`src/rtl/lbus_arb_pkg.sv`:
```
package lbus_arb_pkg;

    // Arbiter control states
    typedef enum logic [1:0] {
        ST_IDLE  = 2'd0,  // no owner, free to pick
        ST_OWN   = 2'd1,  // a local master holds the bus
        ST_DRAIN = 2'd2,  // grant withdrawn, waiting for owner release
        ST_DMA   = 2'd3   // DMA controller holds the bus
    } arb_state_e;

    localparam int unsigned MIN_ENABLED = 2;

endpackage

```
`src/rtl/lbus_arb_enmask.sv`:
```
module lbus_arb_enmask #(
    parameter int unsigned NUM_MASTERS = 3,
    parameter int unsigned CFG_W       = 2
) (
    input  logic [CFG_W-1:0]       num_en_i,
    output logic [NUM_MASTERS-1:0] en_mask_o
);
    import lbus_arb_pkg::*;

    int eff_cnt;

    // Clamp the requested count into the legal range
    always_comb begin
        eff_cnt = int'(num_en_i);
        if (eff_cnt < int'(MIN_ENABLED)) eff_cnt = int'(MIN_ENABLED);
        if (eff_cnt > int'(NUM_MASTERS)) eff_cnt = int'(NUM_MASTERS);
    end

    for (genvar g = 0; g < NUM_MASTERS; g++) begin : g_mask
        assign en_mask_o[g] = (g < eff_cnt);
    end

endmodule

```
`src/rtl/lbus_arb_rrpick.sv`:
```
module lbus_arb_rrpick #(
    parameter int unsigned NUM_MASTERS = 3,
    localparam int unsigned IW = (NUM_MASTERS > 1) ? $clog2(NUM_MASTERS) : 1
) (
    input  logic [NUM_MASTERS-1:0] req_i,   // active-high, already masked
    input  logic [IW-1:0]          last_i,  // previous owner
    output logic                   valid_o,
    output logic [IW-1:0]          idx_o
);
    int cand;

    // Walk from farthest to nearest so the nearest requester after last_i wins
    always_comb begin
        valid_o = 1'b0;
        idx_o   = '0;
        cand    = 0;
        for (int k = NUM_MASTERS; k >= 1; k--) begin
            cand = int'(last_i) + k;
            if (cand >= int'(NUM_MASTERS)) cand = cand - int'(NUM_MASTERS);
            if (req_i[cand]) begin
                valid_o = 1'b1;
                idx_o   = IW'(cand);
            end
        end
    end

endmodule

```
`src/rtl/lbus_arb_tenure.sv`:
```
module lbus_arb_tenure #(
    parameter int unsigned TENURE = 31,
    localparam int unsigned CW = $clog2(TENURE + 1)
) (
    input  logic clk_i,
    input  logic rst_ni,
    input  logic start_i,    // a new grant takes effect after this edge
    input  logic run_i,      // owner currently holds the grant
    output logic expired_o   // owner has held the grant TENURE cycles
);
    logic [CW-1:0] cnt_d, cnt_q;

    always_comb begin
        cnt_d = cnt_q;
        if (start_i) begin
            cnt_d = CW'(1);
        end else if (run_i && (cnt_q < CW'(TENURE))) begin
            cnt_d = cnt_q + 1'b1;
        end
    end

    always_ff @(posedge clk_i or negedge rst_ni) begin
        if (!rst_ni) cnt_q <= '0;
        else         cnt_q <= cnt_d;
    end

    assign expired_o = (cnt_q >= CW'(TENURE));

endmodule

```
`src/rtl/lbus_preempt_arb.sv`:
```
module lbus_preempt_arb #(
    parameter int unsigned NUM_MASTERS = 3,
    parameter int unsigned TENURE      = 31,
    parameter int unsigned CFG_W       = 2
) (
    input  logic                   clk_i,
    input  logic                   rst_ni,
    input  logic [NUM_MASTERS-1:0] req_ni,
    input  logic [CFG_W-1:0]       num_en_i,
    input  logic                   dma_req_ni,
    output logic [NUM_MASTERS-1:0] gnt_no,
    output logic                   dma_gnt_no
);
    import lbus_arb_pkg::*;

    localparam int unsigned IW = (NUM_MASTERS > 1) ? $clog2(NUM_MASTERS) : 1;

    typedef struct packed {
        arb_state_e             state;
        logic [IW-1:0]          owner;
        logic [IW-1:0]          last;
        logic [NUM_MASTERS-1:0] gnt;
        logic                   dma_gnt;
    } arb_regs_t;

    arb_regs_t r_d, r_q;

    logic [NUM_MASTERS-1:0] en_mask;
    logic [NUM_MASTERS-1:0] req_act;
    logic [NUM_MASTERS-1:0] owner_oh;
    logic [NUM_MASTERS-1:0] others;
    logic [NUM_MASTERS-1:0] pick_oh;
    logic                   owner_req;
    logic                   dma_req;
    logic                   pick_valid;
    logic [IW-1:0]          pick_idx;
    logic                   tenure_start;
    logic                   tenure_expired;
    logic                   pick_ok;

    lbus_arb_enmask #(
        .NUM_MASTERS(NUM_MASTERS),
        .CFG_W      (CFG_W)
    ) enmask_i (
        .num_en_i (num_en_i),
        .en_mask_o(en_mask)
    );

    // Polarity and enable handling
    assign req_act   = ~req_ni & en_mask;
    assign dma_req   = ~dma_req_ni;
    assign owner_oh  = NUM_MASTERS'(1) << r_q.owner;
    assign owner_req = |(req_act & owner_oh);
    assign others    = req_act & ~owner_oh;
    assign pick_oh   = NUM_MASTERS'(1) << pick_idx;

    lbus_arb_rrpick #(
        .NUM_MASTERS(NUM_MASTERS)
    ) rrpick_i (
        .req_i  (req_act),
        .last_i (r_q.last),
        .valid_o(pick_valid),
        .idx_o  (pick_idx)
    );

    lbus_arb_tenure #(
        .TENURE(TENURE)
    ) tenure_i (
        .clk_i    (clk_i),
        .rst_ni   (rst_ni),
        .start_i  (tenure_start),
        .run_i    (r_q.state == ST_OWN),
        .expired_o(tenure_expired)
    );

    always_comb begin
        r_d          = r_q;
        tenure_start = 1'b0;
        pick_ok      = 1'b0;

        unique case (r_q.state)
            ST_IDLE: begin
                pick_ok = 1'b1;
            end
            ST_OWN: begin
                if (!owner_req) begin
                    // owner let go on its own: free the bus
                    r_d.state = ST_IDLE;
                    r_d.gnt   = '0;
                end else if (dma_req || (tenure_expired && (|others))) begin
                    // preemption: withdraw and wait for release
                    r_d.state = ST_DRAIN;
                    r_d.gnt   = '0;
                end
            end
            ST_DRAIN: begin
                pick_ok = !owner_req;
            end
            ST_DMA: begin
                if (!dma_req) begin
                    r_d.state   = ST_IDLE;
                    r_d.dma_gnt = 1'b0;
                end
            end
            default: begin
                r_d.state = ST_IDLE;
            end
        endcase

        if (pick_ok) begin
            if (dma_req) begin
                r_d.state   = ST_DMA;
                r_d.dma_gnt = 1'b1;
                r_d.gnt     = '0;
            end else if (pick_valid) begin
                r_d.state    = ST_OWN;
                r_d.owner    = pick_idx;
                r_d.last     = pick_idx;
                r_d.gnt      = pick_oh;
                tenure_start = 1'b1;
            end else begin
                r_d.state = ST_IDLE;
            end
        end
    end

    always_ff @(posedge clk_i or negedge rst_ni) begin
        if (!rst_ni) begin
            r_q.state   <= ST_IDLE;
            r_q.owner   <= '0;
            r_q.last    <= IW'(NUM_MASTERS - 1);
            r_q.gnt     <= '0;
            r_q.dma_gnt <= 1'b0;
        end else begin
            r_q <= r_d;
        end
    end

    assign gnt_no     = ~r_q.gnt;
    assign dma_gnt_no = ~r_q.dma_gnt;

endmodule

```
`config.mk`:
```
export PLATFORM = sky130hd
export DESIGN_NAME = lbus_preempt_arb
export DESIGN_NICKNAME = d
export VERILOG_FILES = /design/src/rtl/lbus_arb_pkg.sv /design/src/rtl/lbus_arb_enmask.sv /design/src/rtl/lbus_arb_rrpick.sv /design/src/rtl/lbus_arb_tenure.sv /design/src/rtl/lbus_preempt_arb.sv
export SDC_FILE = /design/constraint.sdc
export NUM_CORES = 1
export LEC_CHECK = 0
export ABC_AREA = 1
export BUFFER_PORTS_ARGS = -buffer_cell sky130_fd_sc_hd__buf_2
export CAP_MARGIN = 20
export CORE_UTILIZATION = 30
export DETAILED_ROUTE_END_ITERATION = 12
export MAX_ROUTING_LAYER = met4
export PLACE_DENSITY = 0.52
export SKIP_CTS_REPAIR_TIMING = 1
export SYNTH_ARGS = -nofsm -noshare
export SYNTH_HDL_FRONTEND = slang
export SYNTH_SLANG_ARGS = --single-unit
```
`constraint.sdc`:
```
create_clock -name clk_i -period 2.4 [get_ports clk_i]
set_clock_uncertainty 0.15 [all_clocks]
set_input_delay 0.48 -clock clk_i [delete_from_list [all_inputs] [get_ports clk_i]]
set_output_delay 0.48 -clock clk_i [all_outputs]
set_load 0.01 [all_outputs]
```
### Yosys cells after proc, flatten, opt, wreduce, memory -nomap -nowiden

Cells that the tools add are included.

| storage, ports and cells | value |
|---|---|
| register bits | 15 |
| input bits | 8 |
| output and inout port bits | 4 |
| logic and storage cells | 94 |

| operators by class | value |
|---|---|
| add/subtract/negate cells | 7 |
| $lt $le $gt $ge | 13 |
| equality and inequality tests | 5 |
| shift operators | 2 |
| multiplexer cells | 42 |
| bitwise operators | 8 |
| reduce and logical (&&, ||, !) cells | 11 |

Operators with widths:

| cell | number |
|---|---|
| >= comparator 32 x 3 -> 1 bit (second input constant) | 3 |
| less-than comparator 32 x 4 -> 1 bit (second input constant) | 3 |
| 2-to-1 mux 32 bit | 3 |
| subtractor 32 x 3 -> 32 bit (second input constant) | 3 |
| 2-to-1 mux 2 bit | 9 |
| 2-to-1 mux 1 bit | 16 |
| 2-to-1 mux 3 bit | 4 |
| 2-to-1 mux 10 bit | 1 |
| 2-to-1 mux 5 bit | 2 |
| AND 3 bit | 3 |
| inverter 3 bit | 3 |
| 2-to-1 mux 7 bit | 1 |
| adder 2 x 2 -> 3 bit (second input constant) | 2 |
| binary-select mux 1 bit (select 2 bit) | 3 |
| AND reduction 3 bit | 2 |
| OR reduction 3 bit | 2 |
| left shift 1 x 2 -> 3 bit (first input constant) | 2 |
| adder 5 x 1 -> 5 bit (second input constant) | 1 |
| >= comparator 5 bit (second input constant) | 1 |
| less-than comparator 5 bit (second input constant) | 1 |
| equality test 2 bit (second input constant) | 2 |
| less-than comparator 1 x 2 -> 1 bit (first input constant) | 2 |
| 2-to-1 mux 4 bit | 1 |
| inequality test 4 bit (second input constant) | 1 |
| other kinds (15) | 17 |

### Logic depth before layout (Yosys ltp)

| logic depth | value |
|---|---|
| depth after elaboration | 16 |
| depth in mapped cells | 14 |

### Modules after synthesis

Synthesis repeated with hierarchy kept, for this count alone.

| unflattened totals | value |
|---|---|
| cell total of the unflattened synthesis | 169 |
| area total of the unflattened synthesis | 1,137.3 sq um |

Modules (own cells, without submodules):

| module | instances | cells an instance | area each (sq um) |
|---|---|---|---|
| lbus_preempt_arb | 1 | 85 | 593.1 |
| lbus_arb_tenure | 1 | 43 | 330.3 |
| lbus_arb_rrpick | 1 | 36 | 187.7 |
| lbus_arb_enmask | 1 | 5 | 26.3 |

### Least setup slack after synthesis

No wires, ideal clock.

| timing | value |
|---|---|
| path kind | reg-to-reg |
| start | register r_q[5] (netlist bit) |
| end | register r_q[7] (netlist bit) |
| arrival | 1.684 ns |
| data required time | 2.132 ns |
| path slack | 0.449 ns |
| stages on the path, launching flop included | 14 |
| period minus slack after synthesis | 1.951 ns |
| cell sequence | dfstp_2 > inv_1 > ha_1 > buf_6 > nor2_4 > nand2_1 > nand2_1 > inv_2 > nand2_2 > nand3_4 > nand3_4 > inv_4 > nand2_4 > o21ai_2 |

| on the way | value |
|---|---|
| longest elaborated chain between the ends | 10 |
| elaborated cells on any way between the ends | 28 |
| those cells by class | add/sub: 6; order compare: 3; mux: 18; reduce/logical: 1 |

RTL lines:

| item | RTL line | RTL |
|---|---|---|
| start: declaration | lbus_preempt_arb.sv:26 | `arb_regs_t r_d, r_q;` |
| start signal: assignment | lbus_preempt_arb.sv:135 | `r_q <= r_d;` |
| adder 2 x 2 -> 3 bit | lbus_arb_rrpick.sv:18 | `cand = int'(last_i) + k;` |
| subtractor 32 x 3 -> 32 bit / >= comparator 32 x 3 -> 1 bit (equally long branches) | lbus_arb_rrpick.sv:19 | `if (cand >= int'(NUM_MASTERS)) cand = cand - int'(NUM_MASTERS);` |
| 2-to-1 mux 32 bit | lbus_arb_rrpick.sv:19 |  |
| binary-select mux 1 bit (select 2 bit) | lbus_arb_rrpick.sv:20 | `if (req_i[cand]) begin` |
| 2-to-1 mux 1 bit (not written as such) (2 in a row) | lbus_arb_rrpick.sv:20 |  |
| 2-to-1 mux 1 bit (3 in a row) | lbus_arb_rrpick.sv:20 |  |
| AND reduction 3 bit (no source line) | -- |  |

Parallel ways exist; a longest one is shown, timed or not. The select of a mux whose other input is x is not followed.
A chain may end at the register's enable or synchronous reset.

==> run summary <==
The instance count after placement with tap cells included came out at 219. The terminating pin of the worst hold path is r_q[2]$_DFF_PN0_. The worst register-to-register path begins at r_q[5]$_DFFE_PN1P_. The min-delay analysis places its worst path in the category reg -> reg.

After synthesis, the mean cell area works out to 7.13 sq um. After detailed routing, the average wire length per cell comes to 10.1 um. The number of cells produced by synthesis came out at 161. The net count of the mapped netlist is 174. The period utilization is 89.7%. The total area inside the core boundary comes to 3660 sq um. The final critical-path setup slack is 0.248 ns. The worst setup timing slack at the placement stage is 0.246 ns.

During placement, the flow inserted port buffers numbering 11. The fraction of post-synthesis cell area in the top cell type by area came out at 28.4%. For this run, the register share of the synthesized area comes to 30.6%. From bottom edge to top edge, the die measures 63.8 um. The overall die width came out at 63.8 um. The final cell count without fillers came out at 224.

The worst setup path is captured at a flop. The area growth from synthesis to layout came out at 14.4%. Across the VDD grid, the largest voltage drop is 0.000511 V. The biggest area contributor in the post-synthesis netlist is sky130_fd_sc_hd__dfrtp_1. The number of detailed-route iterations in the first pass came out at 4. In this run the tightest slew margin relative to its limit is 77.1%. In this run the number of H-tree levels came out at 1. Counting flops with a built-in enable in the synthesized netlist gives 0. The flow ran to the end, and the final reports show no timing, DRC or antenna violations. The DRC violation count after routing is 0.

The worst setup path is of the reg -> reg kind. The unique cell type count in the Yosys netlist is 27. The setup TNS after final layout came out at 0 ns. Setup repair after global routing left no endpoint under its margin. The number of global-route vias before repair is 979. The buffer levels on the longest clock path came out at 2. Once detailed placement completed, the half-perimeter wirelength came to 1.84 mm. The clock insertion delay at the later pin of the skew report is 0.24 ns. The count of boundary I/O pins is 12. The final-report hold violation count came out at 0. 0 antenna diodes ended up in the layout. The wire length of the first global-routing pass is 4.25 mm.

The worst register-to-register path has a setup slack of 0.25 ns. The clock transition time at the flip-flop clock pins of the worst setup and hold paths came out at 0.06 ns. The startpoint identified for the worst hold timing path is r_q[2]$_DFF_PN0_. The cell area after synthesis is 1150 sq um.

TritonCTS created 3 clock buffers. Across the run, the number of max-cap violations was 0. The initial antenna violation count is 0. The weighted congestion at the end of routability-driven global placement is 0.834. The post-route netlist has 27.3% of its cells at a drive strength greater than 1. The time the worst path needs with I/O delays and setup came out at 2.15 ns. The sort of element at the start of the critical path is a flop. The number of cell rows is 22.

The net count of the finished layout is 190. In this run, synthesis produced a sequential element count of 14. The leakage power figure is 0.712 nW. The final max-slew violation count is 0. The worst-case reg-to-reg path depth is 10. The routed wire length came out at 2.26 mm. STA puts the critical path data arrival time at 2.19 ns. The share of synthesized registers carrying an async set or reset came out at 100%. The worst hold path passes through 2 cells.

The required time at the endpoint of the critical path came out at 2.43 ns. The routed via count came out at 983. The maximum clock frequency is 465 MHz. Entering global routing, the biggest net connects 15 pins. CTS saw 14 sinks. The global-route congestion overflow total is 0.

Setup violations remaining at the end of the flow were counted as 0. The largest driver fanout on the critical path is 9. The total routing resource utilization after global routing is 13.5%.

The cell chosen for the clock root is sky130_fd_sc_hd__clkbuf_8. The endpoint of the most critical register-to-register path is r_q[3]$_DFF_PN0_. The DRC violation total after the first TritonRoute iteration is 32. The final total power is 0.00155 W.

The most instantiated flip-flop cell in the synthesis netlist is sky130_fd_sc_hd__dfrtp_1. The CTS tree is done. The detail-routed via count per cell came out at 4.39. Yosys printed 0 warnings.

In this run the power density over the cells is 1180 nW/um^2. The initial standard-cell utilization of the core is 31.3%. The slew at the pin closest to its max-slew limit is 0.344 ns. Sorting the synthesized cells by area gives the leading types as sky130_fd_sc_hd__dfrtp_1 28%, sky130_fd_sc_hd__nand2_1 17%, sky130_fd_sc_hd__inv_1 6.5%. In the post-synthesis netlist, the cell with the most instances is sky130_fd_sc_hd__nand2_1.

The die covers 4080 sq um. In this run the worst setup path begins at r_q[5]$_DFFE_PN1P_. Counting instances in the post-synthesis netlist gives the leading cell types as 52 x sky130_fd_sc_hd__nand2_1, 20 x sky130_fd_sc_hd__inv_1, 15 x sky130_fd_sc_hd__nand3_1. Across all hold checks on the routed design, the worst slack comes to 0.358 ns. The remaining antenna violation count after routing is 0.
## cell families (layout without fill, tap and decap cells)
| kind of cell | after synthesis | after routing | share of synthesized area (%) |
|---|---|---|---|
| AO/OA/AOI/OAI | 13 | 13 | 7.63 |
| XOR/XNOR | 2 | 2 | 1.53 |
| adder cells (fa/ha/maj) | 5 | 5 | 5.45 |
| buffers and inverters | 33 | 48 | 12.3 |
| flip-flops | 14 | 14 | 30.6 |
| AND/OR/NAND/NOR | 94 | 94 | 42.4 |
## power breakdown
| part | leakage [nW] | total (W) | internal (W) | switching (W) |
|---|---|---|---|---|
| clock | 0.0288 | 0.000232 | 0.000145 | 0.0000867 |
| sequential | 0.177 | 0.000399 | 0.000327 | 0.0000719 |
| combinational | 0.506 | 0.000920 | 0.000330 | 0.000590 |
## cell type report
class	count	area (sq um)
Timing Repair Buffer	13	72.6
Sequential cell	14	352
Tap cell	48	60.1
Clock buffer	4	55.1
Fill cell	389	2350
Inverter	31	119
Multi-Input combinational cell	114	654
## flip-flops by register name, summed over array words and instances (netlist names)
register and count:
tenure_i.cnt_q 5, r_q 9
## stage by stage
stage | utilization [%] | cell area, sq um
6_report | 35.9 | 1310
5_1_grt | 35.9 | 1310
4_1_cts | 35.6 | 1300
3_5_place_dp | 34.1 | 1250
3_3_place_gp | 34.1 | 1250
2_1_floorplan | - | 1150
## per-layer routing
metal | track usage [%] | share of wire (%) | up-vias
met3 | 2.14 | 2.3 | 2
met2 | 21.8 | 49 | 8
met4 | 3.41 | 0.35 | 0
met5 | - | 0 | -
met1 | 17.4 | 49 | 449
li1 | - | - | 524
## placed cells by master (no fill, tap or decap), types with 2 or more instances in the layout
master,netlist,routed
sky130_fd_sc_hd__nand2_1,52,52
sky130_fd_sc_hd__o21ai_1,2,2
sky130_fd_sc_hd__inv_2,10,10
sky130_fd_sc_hd__clkbuf_8,0,4
sky130_fd_sc_hd__o21ai_0,3,3
sky130_fd_sc_hd__inv_1,20,20
sky130_fd_sc_hd__buf_2,0,11
sky130_fd_sc_hd__a21oi_1,3,3
sky130_fd_sc_hd__dfrtp_1,13,13
sky130_fd_sc_hd__nand3_4,2,2
sky130_fd_sc_hd__nand3_1,15,15
sky130_fd_sc_hd__nor2_4,4,4
sky130_fd_sc_hd__o21ai_2,2,2
sky130_fd_sc_hd__nor2_1,9,9
sky130_fd_sc_hd__ha_1,5,5
sky130_fd_sc_hd__nand2_4,2,2
sky130_fd_sc_hd__nand2_2,6,6
## worst max-delay path, stage by stage (launching register included)
cell	delay [ns]
sky130_fd_sc_hd__dfstp_2	0.53
sky130_fd_sc_hd__inv_1	0.07
sky130_fd_sc_hd__ha_1	0.50
sky130_fd_sc_hd__nand3_1	0.19
sky130_fd_sc_hd__nand2_2	0.13
sky130_fd_sc_hd__inv_2	0.05
sky130_fd_sc_hd__nand3_4	0.10
sky130_fd_sc_hd__nand3_4	0.13
sky130_fd_sc_hd__inv_4	0.12
sky130_fd_sc_hd__nand2_4	0.07
sky130_fd_sc_hd__nand2_2	0.07
## worst max path at each step
stage                              end
finish                r_q[3]$_DFF_PN0_
global route          r_q[3]$_DFF_PN0_
CTS                 r_q[5]$_DFFE_PN1P_
detailed placement    r_q[3]$_DFF_PN0_
global placement    r_q[7]$_DFFE_PN0P_
floorplan           r_q[7]$_DFFE_PN0P_
No activity file was read; power rests on OpenSTA's default activity.
